===== src/rtl/irqc_pkg.sv =====
package irqc_pkg;

    localparam int VEC_W = 8;

    typedef struct packed {
        logic ime;
        logic pend;
    } en_state_t;

    typedef struct packed {
        logic             ack;
        logic [VEC_W-1:0] vec;
    } ack_state_t;

endpackage


===== src/rtl/irqc_prio.sv =====
module irqc_prio #(
    parameter int N_SRC = 8,
    localparam int IW = $clog2(N_SRC)
) (
    input  logic             clk,
    input  logic             rst_n,
    input  logic [N_SRC-1:0] active,
    output logic             any,
    output logic [IW-1:0]    idx,
    output logic [N_SRC-1:0] grant
);

    logic [N_SRC:0] seen;

    assign seen[0] = 1'b0;

    for (genvar i = 0; i < N_SRC; i++) begin : g_chain
        assign grant[i]  = active[i] & ~seen[i];
        assign seen[i+1] = seen[i] | active[i];
    end

    assign any = seen[N_SRC];

    always_comb begin
        idx = '0;
        for (int i = 0; i < N_SRC; i++) begin
            if (grant[i]) idx = IW'(i);
        end
    end

    AST_GRANT_ONEHOT: assert property (@(posedge clk) disable iff (!rst_n)
        $onehot0(grant));
    AST_GRANT_WHEN_ANY: assert property (@(posedge clk) disable iff (!rst_n)
        (active != '0) |-> ($countones(grant) == 1));

endmodule


===== src/rtl/irqc_enable.sv =====
module irqc_enable
    import irqc_pkg::*;
(
    input  logic clk,
    input  logic rst_n,
    input  logic insn_end,
    input  logic en_stb,
    input  logic dis_stb,
    input  logic take,
    output logic en_eff,
    output logic master_en
);

    en_state_t st_d, st_q;

    always_comb begin
        st_d = st_q;
        if (take || dis_stb) begin
            st_d = '0;
        end else begin
            if (insn_end) begin
                st_d.ime  = st_q.ime | st_q.pend;
                st_d.pend = 1'b0;
            end
            if (en_stb) st_d.pend = 1'b1;
        end
    end

    always_ff @(posedge clk) begin
        if (!rst_n) st_q <= '0;
        else        st_q <= st_d;
    end

    assign en_eff    = st_q.ime | st_q.pend;
    assign master_en = st_q.ime;

    AST_STROBE_AT_END: assert property (@(posedge clk) disable iff (!rst_n)
        (en_stb || dis_stb) |-> insn_end);
    AST_DELAYED_ENABLE: assert property (@(posedge clk) disable iff (!rst_n)
        $rose(st_q.ime) |-> $past(st_q.pend));
    AST_DISABLE_AT_ONCE: assert property (@(posedge clk) disable iff (!rst_n)
        dis_stb |=> (!st_q.ime && !st_q.pend));

endmodule


===== src/rtl/irqc_req.sv =====
module irqc_req #(
    parameter int N_SRC = 8
) (
    input  logic             clk,
    input  logic             rst_n,
    input  logic [N_SRC-1:0] raise,
    input  logic [N_SRC-1:0] clr,
    output logic [N_SRC-1:0] req_q
);

    logic [N_SRC-1:0] req_d;

    for (genvar i = 0; i < N_SRC; i++) begin : g_bit
        always_comb begin
            if (clr[i]) req_d[i] = 1'b0;
            else        req_d[i] = req_q[i] | raise[i];
        end
    end

    always_ff @(posedge clk) begin
        if (!rst_n) req_q <= '0;
        else        req_q <= req_d;
    end

    AST_REQ_STICKY: assert property (@(posedge clk) disable iff (!rst_n)
        1'b1 |=> ((($past(req_q) & ~$past(clr)) & ~req_q) == '0));
    AST_CLR_WINS: assert property (@(posedge clk) disable iff (!rst_n)
        1'b1 |=> ((req_q & $past(clr)) == '0));

endmodule


===== src/rtl/irq_gate_ctrl.sv =====
module irq_gate_ctrl
    import irqc_pkg::*;
#(
    parameter int              N_SRC    = 8,
    parameter logic [VEC_W-1:0] VEC_BASE = 8'h40,
    parameter int              VEC_STEP = 8
) (
    input  logic             clk,
    input  logic             rst_n,
    input  logic             insn_end,
    input  logic             en_stb,
    input  logic             dis_stb,
    input  logic [N_SRC-1:0] req_raise,
    input  logic [N_SRC-1:0] req_mask,
    output logic [N_SRC-1:0] req_flags,
    output logic             master_en,
    output logic             irq_ack,
    output logic [VEC_W-1:0] irq_vector
);

    localparam int IW = $clog2(N_SRC);

    logic             en_eff;
    logic             any;
    logic             take;
    logic [IW-1:0]    idx;
    logic [N_SRC-1:0] grant;
    logic [N_SRC-1:0] clr;
    ack_state_t       ak_d, ak_q;

    irqc_req #(.N_SRC(N_SRC)) i_req (
        .clk   (clk),
        .rst_n (rst_n),
        .raise (req_raise),
        .clr   (clr),
        .req_q (req_flags)
    );

    irqc_prio #(.N_SRC(N_SRC)) i_prio (
        .clk    (clk),
        .rst_n  (rst_n),
        .active (req_flags & req_mask),
        .any    (any),
        .idx    (idx),
        .grant  (grant)
    );

    irqc_enable i_enable (
        .clk       (clk),
        .rst_n     (rst_n),
        .insn_end  (insn_end),
        .en_stb    (en_stb),
        .dis_stb   (dis_stb),
        .take      (take),
        .en_eff    (en_eff),
        .master_en (master_en)
    );

    assign take = insn_end & ~dis_stb & en_eff & any;
    assign clr  = take ? grant : '0;

    always_comb begin
        ak_d     = ak_q;
        ak_d.ack = take;
        if (take) ak_d.vec = VEC_BASE + VEC_W'(idx) * VEC_W'(VEC_STEP);
    end

    always_ff @(posedge clk) begin
        if (!rst_n) ak_q <= '0;
        else        ak_q <= ak_d;
    end

    assign irq_ack    = ak_q.ack;
    assign irq_vector = ak_q.vec;

    AST_ACK_ONE_CYCLE: assert property (@(posedge clk) disable iff (!rst_n)
        irq_ack |=> !irq_ack);
    AST_ACK_AT_END: assert property (@(posedge clk) disable iff (!rst_n)
        irq_ack |-> $past(insn_end));
    AST_ACK_DROPS_EN: assert property (@(posedge clk) disable iff (!rst_n)
        irq_ack |-> !master_en);
    AST_VEC_FLOOR: assert property (@(posedge clk) disable iff (!rst_n)
        irq_ack |-> (irq_vector >= VEC_BASE));
    AST_NO_ACK_AFTER_DIS: assert property (@(posedge clk) disable iff (!rst_n)
        dis_stb |=> !irq_ack);

endmodule


===== config.mk =====
export PLATFORM = sky130hd
export DESIGN_NAME = irq_gate_ctrl
export DESIGN_NICKNAME = d
export VERILOG_FILES = /design/src/rtl/irqc_pkg.sv /design/src/rtl/irqc_prio.sv /design/src/rtl/irqc_enable.sv /design/src/rtl/irqc_req.sv /design/src/rtl/irq_gate_ctrl.sv
export SDC_FILE = /design/constraint.sdc
export NUM_CORES = 1
export LEC_CHECK = 0
export BUFFER_PORTS_ARGS = -buffer_cell sky130_fd_sc_hd__buf_2
export CORE_MARGIN = 4
export CORE_UTILIZATION = 30
export CTS_CLUSTER_DIAMETER = 50
export DETAILED_ROUTE_END_ITERATION = 12
export SLEW_MARGIN = 25
export SYNTH_ARGS = -nofsm -noshare
export SYNTH_HDL_FRONTEND = slang
export SYNTH_SLANG_ARGS = --single-unit

===== constraint.sdc =====
create_clock -name clk -period 2.4 [get_ports clk]
set_input_delay 0.48 -clock clk [delete_from_list [all_inputs] [get_ports clk]]
set_output_delay 0.48 -clock clk [all_outputs]
set_load 0.03 [all_outputs]

After elaboration in Yosys (flattened, before gate mapping). Index checks and enable logic that the tools add are counted.

Register bits after elaboration: 19. Bits of input ports: 21. Output and inout bits: 18. Word-level logic and storage cells: 70.

$add $sub $neg: 1. Multiplexer cells: 10. Bitwise gates (word level): 36. Reduce and logical (&&, ||, !) cells: 11.

Operator list (number): 3-bit 2-to-1 mux (6); 2-bit OR reduction (9); 1-bit bitwise OR (16); 1-bit bitwise AND (10); 1-bit inverter (9); 7-bit by 6-bit adder with 8-bit output (first input constant) (1); 8-bit bitwise AND (1); 8-bit 2-to-1 mux (1); 1-bit 2-to-1 mux (3); 2-bit nonzero test (1); 1-bit logical OR (1).

Longest topological paths before layout. Gate-level depths: netlist of run 1.

Depth in word-level cells: 11. Gate-level depth with buffers: 4. Mapped depth without buffers: 4.

Hierarchy. A second synthesis of run 1 with hierarchy kept.

Cells, all modules: 96. Area total of the unflattened synthesis: 855.8 um^2.

Modules (own cells, without submodules): irq_gate_ctrl (instances 1, cells each 41, area an instance 336.6 um^2, seq. area each 100.1 um^2); irqc_req (instances 1, cells each 24, area an instance 290.3 um^2, seq. area each 160.2 um^2); irqc_prio (instances 1, cells each 22, area an instance 150.1 um^2, seq. area each 0.0 um^2); irqc_enable (instances 1, cells each 9, area an instance 78.8 um^2, seq. area each 40.0 um^2).

Worst setup path before layout of run 1. OpenSTA, ideal clock, no wires.

Path type: input to register. Start: input req_mask[4]. End: register ak_q (netlist bit irq_vector[4]). Setup time: 0.119 ns. Arrival time: 1.595 ns. Required time: 2.281 ns. Path slack: 0.686 ns. Stages on the path: 3. Path buffers: 0. Cells stage by stage: a222oi_1 > a31oi_4 > o221a_1.

Longest elaborated chain between the ends: 8. Elaborated cells on any way between the ends: 18. Classes of those cells: add/sub: 1; mux: 4; bitwise: 13.

RTL lines: start: declaration (line irq_gate_ctrl.sv:14) `input logic [N_SRC-1:0] req_mask,`; 8-bit bitwise AND * (line irq_gate_ctrl.sv:42) `.active (req_flags & req_mask),`; 1-bit bitwise OR (line irqc_prio.sv:19) `assign seen[i+1] = seen[i] | active[i];`; 1-bit inverter or 1-bit bitwise OR (tied branches) (line irqc_prio.sv:18, irqc_prio.sv:19); 1-bit bitwise AND, or another cell as far along (line irqc_prio.sv:18) `assign grant[i] = active[i] & ~seen[i];`; 3-bit 2-to-1 mux, or another cell as far along (line irqc_prio.sv:27) `if (grant[i]) idx = IW'(i);`; 3-bit 2-to-1 mux or 1-bit bitwise AND (tied branches) (line irqc_prio.sv:27, irqc_prio.sv:18); 3-bit 2-to-1 mux (line irqc_prio.sv:27); 7-bit by 6-bit adder with 8-bit output (line irq_gate_ctrl.sv:65) `if (take) ak_d.vec = VEC_BASE + VEC_W'(idx) * VEC_W'(VEC_STEP);`; end signal: assignment (line irq_gate_ctrl.sv:70) `else ak_q <= ak_d;`; end: declaration (line irq_gate_ctrl.sv:29) `ack_state_t ak_d, ak_q;`.

Mark *: on every way between the ends. The rest lies on a longest branch, timed or not. A chain may end at the register's enable or synchronous reset.

Worst setup path in the final report of run 1.
Start: register i_req.req_q[0]. End: register ak_q (netlist bit irq_vector[4]).

Longest elaborated chain between the ends: 11. Elaborated cells on any way between the ends: 31. Classes of those cells: add/sub: 1; mux: 7; bitwise: 23.

RTL lines: start: declaration (line irqc_req.sv:8) `output logic [N_SRC-1:0] req_q`; start signal: assignment (line irqc_req.sv:22) `else req_q <= req_d;`; 8-bit bitwise AND * (line irq_gate_ctrl.sv:42); 1-bit inverter or 1-bit bitwise OR (tied branches) (line irqc_prio.sv:18, irqc_prio.sv:19); 1-bit bitwise AND, or another cell as far along (line irqc_prio.sv:18); 1-bit 2-to-1 mux, or another cell as far along (line irqc_prio.sv:27); 3-bit 2-to-1 mux, or another cell as far along (4 in series) (line irqc_prio.sv:27); 3-bit 2-to-1 mux or 1-bit bitwise AND (tied branches) (line irqc_prio.sv:27, irqc_prio.sv:18); 3-bit 2-to-1 mux (line irqc_prio.sv:27); 7-bit by 6-bit adder with 8-bit output (line irq_gate_ctrl.sv:65).

Marked as above.

==> results of run 1 <==
==> sequential cells by signal, indices dropped and copies added, names as in the netlist <==
| name | cells |
|---|---|
| i_req.req_q | 8 |
| irq_vector | 4 |
| i_enable.master_en | 1 |
| i_enable.st_q | 1 |
| irq_ack | 1 |
==> metrics by stage <==
step                utilization [%]  hold slack, ns  cells  total power [mW]
finish                         43.5           0.425    142             0.527
global route                   43.5           0.430    142             0.560
CTS                            43.5           0.420    142             0.535
detailed placement             42.2           0.453    138             0.391
global placement               42.2           0.451    138             0.391
floorplan                         -           0.503     81             0.354
==> synthesized netlist by cell type, drive strengths merged <==
library cell / number
nor3: 3
nor2: 5
inv: 2
conb: 1
a211o: 1
o211a: 1
a31oi: 5
nand2: 12
a311o: 1
a41oi: 1
o21a: 1
clkbuf: 1
and2: 3
dfxtp: 15
o21ai: 8
a222oi: 2
buf: 4
o211ai: 1
a21oi: 9
o221a: 2
==> routing by layer <==
layer	GRT usage, %	vias up	wire length (um)
li1	-	360	-
met1	14.0	320	774
met2	17.2	36	762
met3	3.96	2	167
met4	4.17	0	2
met5	0	-	0
==> cells by family (layout without fill, tap and decap cells) <==
kind of cell | count (synthesis) | count (layout)
other | 1 | 4
buffers and inverters | 7 | 41
and+or+nand+nor | 23 | 23
DFF | 15 | 15
AOI/OAI and AO/OA | 32 | 32
==> cell type report <==
class / instances / area [um^2] / area share (%)
Timing Repair Buffer: 35 / 178 / 20.0
Sequential cell: 15 / 300 / 33.8
Multi-Input combinational cell: 59 / 343 / 38.6
Clock buffer: 4 / 26.3 / 2.96
Inverter: 2 / 7.51 / 0.845
Tap cell: 27 / 33.8 / 3.80
==> where the power goes <==
group          internal [mW]  switching, mW  leakage (nW)  total [mW]
Sequential             0.261         0.0114         0.124       0.273
Combinational         0.0401         0.0735         0.294       0.114
Clock                 0.0644         0.0762        0.0150       0.141
==> path summary, 6_finish.rpt <==
path             startpoint              to  slack, ns
max          i_req.req_q[0]   irq_vector[4]       0.67
min             req_mask[0]  i_req.req_q[0]       0.43
max reg2reg  i_req.req_q[0]   irq_vector[4]       0.67
min reg2reg   irq_vector[6]   irq_vector[6]       0.47
==> reports/qor.yml, run 1 <==
vias_per_cell: 5.06
final_max_slew_viol_count: 0
cts_hold_buf: 0
drt_wl_total_mm: 1.71
fin_crit_sh_pct: 72.3
dp_hpwl_mm: 1.34
worst_slack_ns: 0.665
rsz0062_at_grt: "no"
gp_congestion: 0.820
muxShareOfSynthArea_pct: 0
drt.antenna.violating_nets: 0
min_path_cells: 2
drive_gt1_share_pct: 37.4
tns_ns: 0
critPathLaunchType: "flip-flop"
grt_use_total_pct: 11.1
rows: 16
clkTransAtPathRegs_ns: 0.09
worstSetupEndpointType: "flip-flop"
ir_drop_mv: 0.263
netlist_instances: 78
numCtsBuffers: 3
synthTopCellsByArea: "dfxtp_1, a21oi_1, nand2_1"
hold_viol_final: 0
dieArea_mm2: 0.00307
layout_common_cells: "buf_2, dfxtp_1, nand2_1, a21oi_1, o21ai_0"
antenna_found_initial: 0
ys_seq_area_share_pct: 44.6
coreArea_mm2: 0.00204
path_class: "flip-flop to flip-flop"
setup_viol: 0
die_y_um: 55.4
h-tree-depth: 1
root_buffer: "clkbuf_4"
areaGrowthSynthToFinish_pct: 32.0
synth_top_family_by_area: "compound AO/OA/AOI/OAI gates"
routedWlPerCell_um: 12.0
p_per_area_mw_per_mm2: 593
drc: 0
grt_pass1_wl_mm: 2.81
firstDrtPassIters: 7
diodes: 0
grt_start_max_net_pins: 15
slew_headroom_pct: 50.9
drtIter0Drc: 23
p_leak_nw: 0.433
die_x_um: 55.4
final_common_cell: "buf_2"
synthSimpleGateAreaFrac_pct: 14.9
synth_top_area_share_pct: 44.6
syn-cell-area_um2: 673
worstRegToRegCells: 4
ios: 39
synth_xor_area_share_pct: 0
fin_skew_ns: 0.00311
final_nets: 137
ys.warnings.count: 0
initial_utilization_pct: 33.0
grt_pass1_vias: 663
post_cts_resized: 0
dpl_worst_slack_ns: 0.444
crit_path_max_incr_delay_ns: 0.53
critPathSlowestCell: "a222oi_1"
clock-sinks: 15
critPathArrivalTime_ns: 1.91
grt-ovfl-total: 0
synth_fa_ha_area_share_pct: 0
synth_compound_area_share_pct: 33.8
cap_violations: 0
yosysTopAreaCell: "dfxtp_1"
fin_area_um2: 888
avgSynthCellArea_um2: 8.63
path_buf_inv: 0
clk-insertion-delay-late_ns: 0.27
timing.fmax_mhz: 577
critical_path.max_fanout: 9
period_needed_ns: 1.73
cp.required_ns: 2.58
cp_cell_sequence: "a222oi_1, and2_2, a31oi_4, o221a_1"
tightest_slew_ns: 0.733
fillCellCount: 222
clockBufferDepth: 2
ys_types: 23
via_count: 718
cts_tree: "yes"
place_area_um2: 862
status: "complete, no violations"
critPathTopFamily: "compound AO/OA/AOI/OAI gates"
io_buffer_count: 34
cts_setup_buffers: 0
ys_ff_latch: 15
hp-class: "primary input to flip-flop"
crit_cells: 4
Note: power is estimated with default switching activity, not from simulation.
==> run 2, diff against run 1 <==
clock period = 1.5 ns   (was 2.4 ns; I/O delays follow)
==> run 2 against run 1 <==
Via count grew 1.9%. Sequential share of layout area fell by 2.7 points. Worst setup slack got worse by 0.62 ns. Routed wire length grew 4.5%. Global-route usage grew 0.94 points. Cell count up 8.5%. First-iteration DRC count decreased by 13%. Critical endpoint unchanged. Largest cell class unchanged.
==> reports/qor.yml, run 2 (synthesis gave the netlist of run 1 again) <==
hold_slack_ns: 0.243
diodes: 0
areaGrowthSynthToFinish_pct: 48.9
worstSetupEndpointType: "flip-flop"
min_path_cells: 2
cts_tree: "yes"
p_leak_nw: 0.498
r2r_slack_ns: 0.04
dp_hpwl_mm: 1.43
r2r_end: "irq_vector[4]"
final_cells: 154
dpl_worst_slack_ns: -0.0827
drt_wl_total_mm: 1.78
dieArea_mm2: 0.00307
via_count: 732
startpoint: "i_req.req_q[0]"
r2r-start: "i_req.req_q[0]"
hp-class: "primary input to flip-flop"
tns_ns: 0
grt_pass1_wl_mm: 3.06
final_max_slew_viol_count: 0
drc: 0
rsz0062_at_grt: "yes"
coreArea_mm2: 0.00204
dp_cells: 148
status: "complete, no violations"
ir_drop_mv: 0.681
critPathArrivalTime_ns: 1.64
die_x_um: 55.4
drive_gt1_share_pct: 49.6
rows: 16
clk-insertion-delay-late_ns: 0.28
regMostFlops: "i_req.req_q"
root_buffer: "clkbuf_4"
hp-start: "req_mask[7]"
worst_slack_ns: 0.0420
routedWlPerCell_um: 11.6
worstRegToRegCells: 4
h-tree-depth: 1
initial_utilization_pct: 33.0
critPathLaunchType: "flip-flop"
final_nets: 149
path_class: "flip-flop to flip-flop"
fillCellCount: 216
io_buffer_count: 34
place_area_um2: 946
drtIter0Drc: 20
numCtsBuffers: 3
ios: 39
grt_use_total_pct: 12.0
gp_congestion: 0.782
setup_viol: 0
critical_path.max_fanout: 8
fin_skew_ns: 0.00486
fin_area_mm2: 0.00100
drt.antenna.violating_nets: 0
grt_pass1_vias: 722
antenna_found_initial: 0
clock-sinks: 15
clockBufferDepth: 2
grt_start_max_net_pins: 15
hold_viol_final: 0
fin_crit_sh_pct: 97.2
timing.fmax_mhz: 686
cap_violations: 0
vias_per_cell: 4.75
final_common_cell: "buf_2"
cts_hold_buf: 0
clkTransAtPathRegs_ns: 0.09
die_y_um: 55.4
period_needed_ns: 1.46
firstDrtPassIters: 4
cp.required_ns: 1.68
hold-path-endpoint: "i_req.req_q[7]"
p_per_area_mw_per_mm2: 876
grt-ovfl-total: 0
power_mw: 0.878
post-route-util_pct: 49.1
layout_common_cells: "buf_2, nand2_1, buf_4, dfxtp_1"
largest_reg_flops: 8
-- run 2: cell types whose count changed in the layout (fill, tap and decap cells not counted), sizes merged --
cell and change:
buf +12, clkbuf -1, clkinv +1
-- run 2: repair_timing --
| item | CTS | global route |
|---|---|---|
| setup buffers | 1 | 1 |
| pin swaps | 1 | 1 |
| setup endpoints to repair | 2 | 6 |
| gates resized for setup | 0 | 5 |
| endpoints found under the hold margin | 0 | 0 |
-- run 2: power by group --
part	total [mW]	internal [mW]	switching (mW)
clock	0.226	0.0989	0.127
combinational	0.219	0.0911	0.128
sequential	0.433	0.418	0.0143
-- run 2: how the worst max path moves through the flow --
stage	end	slack, ns	cells after the start
CTS	irq_vector[3]	0.008	5
finish	irq_vector[4]	0.04	4
global placement	irq_vector[4]	-0.06	5
detailed placement	irq_vector[4]	-0.08	5
floorplan	irq_vector[4]	-0.17	3
global route	irq_vector[4]	-0.05	4
-- run 2: area by class of cell --
class                      instances  area, um^2  area share [%]
clock inverter                     1        5.00           0.499
sequential                        15         312            31.1
clock buffer                       3        22.5            2.25
multi-input combinational         59         350            35.0
timing repair buffer              47         272            27.1
inverter                           2        7.51           0.749
tap                               27        33.8            3.37
-- run 2: critical path: stages (launching register included) --
cell	delay [ns]
dfxtp_4	0.36
a222oi_1	0.35
and2_4	0.24
a31oi_4	0.14
o221a_1	0.27
-- run 2: layer usage --
layer | routed length (um) | GRT usage (%)
met5 | 0 | 0
met4 | 0 | 1.04
met3 | 138 | 5.36
met2 | 801 | 18.9
met1 | 844 | 15.8
==> run 3, diff against run 2 <==
CORE_UTILIZATION = 37   (was 30)
PLACE_DENSITY = 0.72   (was unset)
==> run 3 against run 2 <==
Sequential share of layout area decreased by 1.1 points. Sequential cell count unchanged. Routed wire length increased by 4.8%. Power increased by 2.6%. Non-clock buffer count increased by 4. Critical path type unchanged. Largest cell class unchanged.
==> reports/qor.yml, run 3 (synthesis gave the netlist of run 1 again) <==
min_path_cells: 3
hold_viol_final: 0
ios: 39
clk-insertion-delay-late_ns: 0.29
p_sw_mw: 0.284
io_buffer_count: 34
layout_common_cells: "buf_2, buf_4, nand2_1, dfxtp_1, a21oi_1"
final_max_slew_viol_count: 0
fillCellCount: 164
status: "complete, no violations"
r2r_end: "irq_vector[4]"
post-route-util_pct: 59.8
grt-ovfl-total: 0
areaGrowthSynthToFinish_pct: 53.3
ir_drop_mv: 0.547
p_int_mw: 0.617
netSwitchingFraction_pct: 31.5
numCtsBuffers: 3
place_area_um2: 958
cap_violations: 0
die_y_um: 50.7
die_x_um: 50.7
drt_wl_total_mm: 1.87
drive_gt1_share_pct: 51.1
final_common_cell: "buf_2"
period_needed_ns: 1.45
critPathSlowestCell: "a222oi_1"
initial_utilization_pct: 39.0
clkTransAtPathRegs_ns: 0.10
grt_use_total_pct: 14.7
crit_cells: 4
cp_cell_sequence: "a222oi_1, and2_4, a31oi_4, o221a_1"
fin_area_mm2: 0.00103
dpl_worst_slack_ns: -0.0926
rows: 15
critical_path.max_fanout: 7
hp-class: "primary input to flip-flop"
power_mw: 0.901
tns_ns: 0
clock-sinks: 15
crit_path_max_incr_delay_ns: 0.42
fin_crit_sh_pct: 96.7
h-tree-depth: 1
worstSetupEndpointType: "flip-flop"
p_comb_share_pct: 25.6
coreArea_mm2: 0.00173
setup_viol: 0
path_class: "flip-flop to flip-flop"
grt_pass1_wl_mm: 2.82
r2r-start: "i_req.req_q[2]"
worst_slack_ns: 0.0489
drtIter0Drc: 18
timing.fmax_mhz: 689
critPathLaunchType: "flip-flop"
gp_congestion: 0.793
startpoint: "i_req.req_q[2]"
routedWlPerCell_um: 12.0
root_buffer: "clkbuf_4"
fin_skew_ns: 0.00647
clockBufferDepth: 2
grt_pass1_vias: 654
p_per_area_mw_per_mm2: 873
critPathTopFamily: "compound AO/OA/AOI/OAI gates"
critPathArrivalTime_ns: 1.64
final_cells: 156
final_nets: 153
p_leak_nw: 0.518
largest_reg_flops: 8
worstRegToRegCells: 4
cp.required_ns: 1.69
dp_hpwl_mm: 1.44
vias_per_cell: 4.96
hp-start: "req_raise[2]"
hold-path-endpoint: "i_req.req_q[2]"
dp_cells: 148
antenna_found_initial: 0
grt_start_max_net_pins: 15
firstDrtPassIters: 4
drt.antenna.violating_nets: 0
regMostFlops: "i_req.req_q"
path_buf_inv: 0
r2r_slack_ns: 0.05
via_count: 773
seqPwrFrac_pct: 48.1
dieArea_mm2: 0.00257
hold_slack_ns: 0.241
clkPwrFrac_pct: 26.3
cts_hold_buf: 0
drc: 0
cts_tree: "yes"
diodes: 0
## run 3: changes by cell type in the layout (fill, tap and decap cells not counted), sizes merged
cell	previous run	this run
buf	47	51
## run 3: cell type report
class / instances / area (um^2) / area share, %
inverters: 2 / 7.51 / 0.727
well taps: 25 / 31.3 / 3.03
clock buffers: 3 / 22.5 / 2.18
flip-flops and latches: 15 / 309 / 29.9
repair buffers: 51 / 305 / 29.6
clock inverters: 1 / 5.00 / 0.485
multi-input cells: 59 / 352 / 34.1
## run 3: per-layer routing
layer  up-vias  global-route usage, %  routed length [um]
met5         -                      0                   0
met4         0                   6.73                  14
met3         2                   5.64                 185
met2        37                   23.3                 873
met1       344                   17.3                 795
li1        390                      -                   -
## run 3: power groups by stage
| stage | logic (mW) | clock network [mW] | registers, mW |
|---|---|---|---|
| 3_5_place_dp | 0.214 | 0 | 0.443 |
| 5_1_grt | 0.249 | 0.258 | 0.437 |
| 6_report | 0.231 | 0.237 | 0.433 |
| 3_3_place_gp | 0.212 | 0 | 0.441 |
| 4_1_cts | 0.215 | 0.249 | 0.434 |
| 2_1_floorplan | 0.0882 | 0 | 0.481 |
## run 3: how the worst max path moves through the flow
| stage | to | slack [ns] |
|---|---|---|
| 6_report | irq_vector[4] | 0.05 |
| 5_1_grt | irq_vector[3] | -0.0004 |
| 4_1_cts | i_enable.st_q[0] | 0.001 |
| 3_5_place_dp | i_enable.st_q[0] | -0.09 |
| 3_3_place_gp | i_enable.st_q[0] | -0.04 |
| 2_1_floorplan | irq_vector[4] | -0.17 |
## run 3: what timing repair did
| action | in CTS | in global routing |
|---|---|---|
| pin swaps | 0 | 7 |
| gates resized for setup | 1 | 4 |
| endpoints found under the setup margin | 1 | 5 |
| buffers inserted | 0 | 4 |
## run 3: worst register-to-register path: stages, from the launching register on
cell and delay, ns:
dfxtp_2 0.33, a222oi_1 0.42, and2_4 0.23, a31oi_4 0.12, o221a_1 0.26
